File: src/rtl/sp_pkg.sv
package sp_pkg;
  // Strobes from control to datapath for one clock edge.
  typedef struct packed {
    logic wrLive;   // write port hits the live pointer
    logic selSwap;  // swap live and same-state partner
    logic secSwap;  // exchange banks on a security switch
    logic oldPsp;   // live pointer before the edge is a process pointer
    logic newPsp;   // live pointer after a switch is a process pointer
  } spStrobe_t;
endpackage

File: src/rtl/sp_ctrl.sv
module sp_ctrl
  import sp_pkg::*;
#(
  parameter bit HAS_SEC = 1'b1
) (
  input  logic      clk,
  input  logic      rstN,
  input  logic      handlerMode,
  input  logic      spSelSec,
  input  logic      spSelNs,
  input  logic      secReq,
  input  logic      secTarget,
  input  logic      spWrEn,
  output spStrobe_t strobe,
  output logic      secureNow
);
  localparam logic RST_SEC = HAS_SEC;

  logic secureQ;
  logic liveIsPsp;
  logic selCur;
  logic selOther;
  logic wantCur;
  logic wantNew;
  logic doSec;

  assign selCur   = secureQ ? spSelSec : spSelNs;
  assign selOther = secureQ ? spSelNs  : spSelSec;
  assign wantCur  = !handlerMode && selCur;
  assign wantNew  = !handlerMode && selOther;

  generate
    if (HAS_SEC) begin : gSec
      assign doSec = secReq && (secTarget != secureQ);
    end else begin : gNoSec
      assign doSec = 1'b0;
    end
  endgenerate

  always_comb begin
    strobe.wrLive  = spWrEn;
    strobe.secSwap = doSec;
    strobe.selSwap = !doSec && (wantCur != liveIsPsp);
    strobe.oldPsp  = liveIsPsp;
    strobe.newPsp  = wantNew;
  end

  always_ff @(posedge clk or negedge rstN) begin
    if (!rstN) begin
      secureQ   <= RST_SEC;
      liveIsPsp <= 1'b0;
    end else if (doSec) begin
      secureQ   <= !secureQ;
      liveIsPsp <= wantNew;
    end else begin
      liveIsPsp <= wantCur;
    end
  end

  assign secureNow = secureQ;
endmodule

File: src/rtl/sp_datapath.sv
module sp_datapath
  import sp_pkg::*;
#(
  parameter int SP_W    = 32,
  parameter bit HAS_SEC = 1'b1
) (
  input  logic            clk,
  input  logic            rstN,
  input  spStrobe_t       strobe,
  input  logic [SP_W-1:0] wrData,
  output logic [SP_W-1:0] liveSp,
  output logic [SP_W-1:0] otherSp
);
  logic [SP_W-1:0] liveQ;
  logic [SP_W-1:0] otherQ;
  logic [SP_W-1:0] bankMsp;
  logic [SP_W-1:0] bankPsp;
  logic [SP_W-1:0] liveNext;

  assign liveNext = strobe.wrLive ? wrData : liveQ;

  always_ff @(posedge clk or negedge rstN) begin
    if (!rstN) begin
      liveQ  <= '0;
      otherQ <= '0;
    end else if (strobe.secSwap) begin
      liveQ  <= strobe.newPsp ? bankPsp : bankMsp;
      otherQ <= strobe.newPsp ? bankMsp : bankPsp;
    end else if (strobe.selSwap) begin
      liveQ  <= otherQ;
      otherQ <= liveNext;
    end else begin
      liveQ  <= liveNext;
    end
  end

  generate
    if (HAS_SEC) begin : gBank
      always_ff @(posedge clk or negedge rstN) begin
        if (!rstN) begin
          bankMsp <= '0;
          bankPsp <= '0;
        end else if (strobe.secSwap) begin
          bankMsp <= strobe.oldPsp ? otherQ : liveNext;
          bankPsp <= strobe.oldPsp ? liveNext : otherQ;
        end
      end
    end else begin : gNoBank
      assign bankMsp = '0;
      assign bankPsp = '0;
    end
  endgenerate

  assign liveSp  = liveQ;
  assign otherSp = otherQ;
endmodule

File: src/rtl/banked_sp_file.sv
module banked_sp_file
  import sp_pkg::*;
#(
  parameter int SP_W    = 32,
  parameter bit HAS_SEC = 1'b1
) (
  input  logic            clk,
  input  logic            rstN,
  input  logic            handlerMode,
  input  logic            spSelSec,
  input  logic            spSelNs,
  input  logic            secReq,
  input  logic            secTarget,
  input  logic            spWrEn,
  input  logic [SP_W-1:0] spWrData,
  output logic [SP_W-1:0] activeSp,
  output logic            secureNow
);
  spStrobe_t       strobe;
  logic [SP_W-1:0] otherSp;

  sp_ctrl #(.HAS_SEC(HAS_SEC)) uCtrl (
    .clk(clk), .rstN(rstN), .handlerMode(handlerMode),
    .spSelSec(spSelSec), .spSelNs(spSelNs), .secReq(secReq),
    .secTarget(secTarget), .spWrEn(spWrEn), .strobe(strobe),
    .secureNow(secureNow)
  );

  sp_datapath #(.SP_W(SP_W), .HAS_SEC(HAS_SEC)) uPath (
    .clk(clk), .rstN(rstN), .strobe(strobe), .wrData(spWrData),
    .liveSp(activeSp), .otherSp(otherSp)
  );
endmodule

File: config.mk
export PLATFORM = sky130hd
export DESIGN_NAME = banked_sp_file
export DESIGN_NICKNAME = d
export VERILOG_FILES = /design/src/rtl/sp_pkg.sv /design/src/rtl/sp_ctrl.sv /design/src/rtl/sp_datapath.sv /design/src/rtl/banked_sp_file.sv
export SDC_FILE = /design/constraint.sdc
export NUM_CORES = 1
export LEC_CHECK = 0
export BUFFER_PORTS_ARGS = -buffer_cell sky130_fd_sc_hd__buf_2
export CORE_UTILIZATION = 65
export CTS_BUF_LIST = sky130_fd_sc_hd__clkbuf_8
export CTS_CLUSTER_SIZE = 28
export DETAILED_ROUTE_END_ITERATION = 6
export GPL_TIMING_DRIVEN = 0
export PLACE_DENSITY = 0.86
export SLEW_MARGIN = 15
export SYNTH_ARGS = -nofsm -noshare
export SYNTH_HDL_FRONTEND = slang
export SYNTH_SLANG_ARGS = --single-unit
File: constraint.sdc
create_clock -name clk -period 4.45 [get_ports clk]
set_input_delay 0.89 -clock clk [delete_from_list [all_inputs] [get_ports clk]]
set_output_delay 0.89 -clock clk [all_outputs]
set_load 0.05 [all_outputs]
* After elaboration in Yosys (flattened, before gate mapping) *
Cells that the tools add are included.
W data, S select, Z words.

storage, ports and cells
  input bits = 40
  word-level logic and storage cells = 28
  bits in registers = 130
  output and inout bits = 33

cells by class
  equality and inequality tests = 2
  reduce and logical (&&, ||, !) cells = 8
  muxes and demuxes = 12

operators with widths
  cell                 number
  $mux W32             9
  $logic_and A1 B1 Y1  4
  $logic_not A1 Y1     3
  $mux W1              3
  $ne A1 B1 Y1         2
  $reduce_bool A2 Y1   1

* Longest topological paths before layout *
  word-level depth = 6
  gate-level depth with buffers = 7
  depth with buffers taken out = 4

* Cells and area by module *
From an unflattened synthesis, not the netlist that was laid out.

unflattened totals
  cells, all modules = 749
  area, all modules = 7337.0 µm²

by module, submodules not included
  module       sequential area each (µm²)  area each (µm²)  times used  cells each
  sp_datapath  3203.1                      7175.6           1           732
  sp_ctrl      51.3                        161.4            1           17

* Worst setup path before layout *
No wires, ideal clock.

  path type = input to register
  from = input spWrEn
  to = register uPath.otherQ[30], in the netlist uPath.otherSp[30]
  data required time = 4330 ps
  arrival = 1910 ps
  stages = 5
  buffers on the path = 2
  library setup time = 120 ps
  setup slack = 2420 ps
  cells stage by stage = buf_2 > buf_2 > mux2i_1 > o21ai_0 > a31o_1

on the way
  longest elaborated chain between the ends = 3

RTL lines
  item                    line                  RTL
  start: declaration      banked_sp_file.sv:14  input logic spWrEn,
  $mux W32                sp_datapath.sv:20     assign liveNext = strobe.wrLive ? wrData : liveQ;
  $mux W32                sp_datapath.sv:29     end else if (strobe.selSwap) begin
  $mux W32                sp_datapath.sv:26     end else if (strobe.secSwap) begin
  end signal: assignment  sp_datapath.sv:28     otherQ <= strobe.newPsp ? bankMsp : bankPsp;
  end signal: assignment  sp_datapath.sv:31     otherQ <= liveNext;
  end: declaration        sp_datapath.sv:15     logic [SP_W-1:0] otherQ;

No other way between the ends. The select of a mux whose other input is x is not followed.
A chain may end at the register's enable or synchronous reset.

* Worst setup path after layout *
  from = input handlerMode
  to = register uPath.otherQ[30], in the netlist uPath.otherSp[30]

on the way
  longest elaborated chain between the ends = 5
  elaborated cells on any way between the ends = 8
  those cells by class = eq/ne (1); mux (2); reduce/logical (5)

RTL lines
  item                          line                          RTL
  start: declaration            banked_sp_file.sv:9           input logic handlerMode,
  $logic_not A1 Y1 *            sp_ctrl.sv:29, sp_ctrl.sv:30
  $logic_and A1 B1 Y1           sp_ctrl.sv:29                 assign wantCur = !handlerMode && selCur;
  $ne A1 B1 Y1                  sp_ctrl.sv:43                 strobe.selSwap = !doSec && (wantCur != liveIsPsp);
  $logic_and A1 B1 Y1           sp_ctrl.sv:43
  $reduce_bool A2 Y1 (no line)  n/a

Mark *: on every way between the ends. The rest lies on a longest branch, timed or not.

==> results_dict.tcl <==
set metrics [dict create \
    hpwlAfterDp_um 15760 \
    die_area_mm2 0.01224 \
    synthTopCellsByCount "189 x nand2_1, 129 x dfrtp_1, 98 x o21ai_0" \
    synth_fp_nets 959 \
    wirelength_um 24880 \
    cts_inserted_buffers 17 \
    die_h_um 110.6 \
    syn_to_final_growth_pct 12.02 \
    die_w_um 110.6 \
    rows 39 \
    cts_num_sinks 130 \
    async_flop_share_pct 100.0 \
    routabilityCongestion 0.9278 \
    hold_path.class "in -> async" \
    synth_top_area_cell "dfrtp_1" \
    comb_power_share_pct 36.8 \
    power.switching_mw 1.868 \
    slew_headroom_pct 42.51 \
    seq_area_frac_synth_pct 42.43 \
    drt_pass1_iterations 7 \
    max_stage_delay_ns 0.73 \
    vdd_drop_max_mv 0.3950 \
    critPathCaptureType "flip-flop" \
    syn_area_per_cell_um2 8.346 \
    grt_max_degree 76 \
    drtIter0Drc 1400 \
    leakage_nw 3.930 \
    cts_hold_buf 0 \
    fin_nets 1050 \
    r2r_start "uCtrl.secureNow$_DFFE_PN1N_" \
    synthCells 919 \
    overflow 0 \
    core-area_mm2 0.01147 \
    r2r_end "uPath.otherSp[30]$_DFFE_PN0P_" \
    path_cells "buf_2 -> buf_2 -> nor3_2 -> clkbuf_2 -> o21ai_0 -> a31o_1" \
    critical_path_cell_count 6 \
    antenna_found_initial 0 \
    internal_power_mw 2.577 \
    cts_max_level 4 \
    root_buffer "clkbuf_8" \
    synthDistinctLibCells 35 \
    antennaDiodeCount 0 \
    post-route-min-period_ns 2.400 \
    route.vias.total 8117 \
    p_clk_share_pct 20.8 \
    crit_top_cell "buf_2" \
    min_period_over_period_pct 53.93 \
    setup_tns_ns 0 \
    swShare_pct 42.03 \
    fin_hold_ws_ns 0.3732 \
    max_cap_violations 0 \
    post_cts_buffers 0 \
    drc_errors 0 \
    endpoint "uPath.otherSp[30]$_DFFE_PN0P_" \
    path_delay_family "simple AND/OR/NAND/NOR gates" \
    cts.repair.resized 0 \
    clockBufferDepth 2 \
    crit_path_start "handlerMode" \
    cp.required_ns 4.81 \
    r2r_slack_ns 2.13 \
    seq_power_share_pct 42.4 \
    ys_seq_elements 130 \
    design_area_mm2 0.008592 \
    slowest_stage "nor3_2" \
    fmax_mhz 416.7 \
    finClkSkew_ns 0.008746 \
    dpl_cell_area_mm2 0.008238 \
    yosysWarningCount 0 \
    cp-start-kind "input port" \
    synthesis.area_mm2 0.007670 \
    crit_buf_inv 3 \
    status "complete, no violations" \
    grt_pass1_wl_um 39350 \
    grt_usage_pct 41.15 \
    final_max_slew_viol_count 0 \
    ant_nets 0 \
    reg2regPathDepth 6 \
    wl_per_cell_um 21.36 \
    synth-edff-count 0 \
    drive_gt1_share_pct 14.97 \
    grt_pass1_vias 7778 \
    portBuffers 71 \
    cts_tree "done" \
    setup_viol 0 \
    start_util_pct 66.88 \
    ys_top_cells_by_area "dfrtp_1 42%, nand2_1 9.2%, o21ai_0 6.4%, o211ai_1 5.9%, mux2i_1 4.4%" \
    worstSkewPairLatency_ns 0.48 \
    viasPerCell 6.967 \
    hold_viol 0 \
    fillers 899 \
    critPathArrivalTime_ns 2.76 \
    ios 73 \
    rsz0062_at_grt "no" \
    total_power_mw 4.445 \
    power.density_mw_per_mm2 517.4 \
    yosysMostFrequentCell "nand2_1" \
    synth.top_cell.area_share_pct 42.09 \
    critPathMaxFanout 10 \
    tightest_slew_ns 0.8576 \
    ys.flop_type "dfrtp_1" \
    clk_pin_slew_ns 0.07 \
    criticalPathCategory "in -> reg" \
]
==> layout make-up <==
cell class / count / area (um^2) / share of cell area (%)
plain buffers: 98 / 445.4 / 5.184
clock buffers: 23 / 316.6 / 3.684
clock inverters: 8 / 37.54 / 0.4369
inverters: 3 / 11.26 / 0.1311
multi-input cells: 688 / 3959 / 46.08
flip-flops and latches: 130 / 3254 / 37.88
well taps: 143 / 178.9 / 2.082
repair buffers: 72 / 389.1 / 4.529
==> registers in the layout, summed over array words and instances (netlist names) <==
name	cells
uCtrl.secureNow	1
uPath.bankPsp	32
uCtrl.liveIsPsp	1
uPath.liveSp	32
uPath.bankMsp	32
uPath.otherSp	32
==> power groups by stage <==
stage          Sequential (mW)  Clock (mW)  Combinational, mW
2_1_floorplan             2.13           0              0.875
3_3_place_gp              1.87           0               1.55
3_5_place_dp              1.88           0               1.59
4_1_cts                   1.86       0.916               1.60
5_1_grt                   1.92       0.971               1.76
6_report                  1.88       0.924               1.64
==> worst min-delay path by stage <==
stage | from | end | slack (ns) | depth (start not counted)
after global routing | rstN | uPath.liveSp[31]$_DFF_PN0_ | 0.41 | 1
after global placement | uPath.bankMsp[15]$_DFFE_PN0N_ | uPath.bankMsp[15]$_DFFE_PN0N_ | 0.47 | 2
after detailed placement | uPath.bankPsp[5]$_DFFE_PN0N_ | uPath.bankPsp[5]$_DFFE_PN0N_ | 0.48 | 2
final | rstN | uPath.bankMsp[0]$_DFFE_PN0N_ | 0.37 | 1
after CTS | rstN | uPath.bankPsp[21]$_DFFE_PN0N_ | 0.40 | 1
after floorplan | uPath.bankMsp[0]$_DFFE_PN0N_ | uPath.bankMsp[0]$_DFFE_PN0N_ | 0.46 | 2
==> metrics by stage <==
stage | instances | util, % | worst slack (ns)
after floorplan | 919 | - | 2.420
after global placement | 1133 | 71.54 | 0.7501
after detailed placement | 1134 | 71.84 | 1.761
after CTS | 1165 | 74.93 | 2.239
after global routing | 1165 | 74.93 | 2.064
final | 1165 | 74.93 | 2.050
==> cells by family (layout without fill, tap and decap cells) <==
family,after synthesis,after routing,synth area share (%)
AO/OA/AOI/OAI,324,324,26.97
buffers and inverters,101,204,5.954
AND/OR/NAND/NOR,325,325,19.28
flip-flops,130,130,42.43
XOR/XNOR,1,1,0.1142
multiplexers,38,38,5.253
==> placed cells by master, fill, tap and decap left out, types with 2 or more instances in the layout <==
| master | count |
|---|---|
| buf_1 | 10 |
| clkbuf_8 | 23 |
| nor2_1 | 3 |
| a21oi_1 | 66 |
| o211ai_1 | 60 |
| a21o_1 | 32 |
| clkinv_2 | 3 |
| or3_1 | 32 |
| mux2i_1 | 34 |
| and3_1 | 31 |
| buf_4 | 7 |
| o21ai_1 | 2 |
| a31o_1 | 32 |
| clkbuf_1 | 45 |
| inv_1 | 7 |
| nand3_1 | 65 |
| clkbuf_2 | 3 |
| buf_2 | 102 |
| buf_6 | 2 |
| o31ai_1 | 31 |
| nand2_1 | 189 |
| o21ai_0 | 98 |
| dfrtp_1 | 129 |
==> layer usage <==
layer | GRT usage (%) | part of all wire (%) | wire length [um]
met5 | 0 | 0 | 0
met4 | 21.78 | 4.4 | 1098
met3 | 11.58 | 14 | 3458
met2 | 61.57 | 45 | 11080
met1 | 54.44 | 37 | 9241
Power figures use the tool's default switching activity.
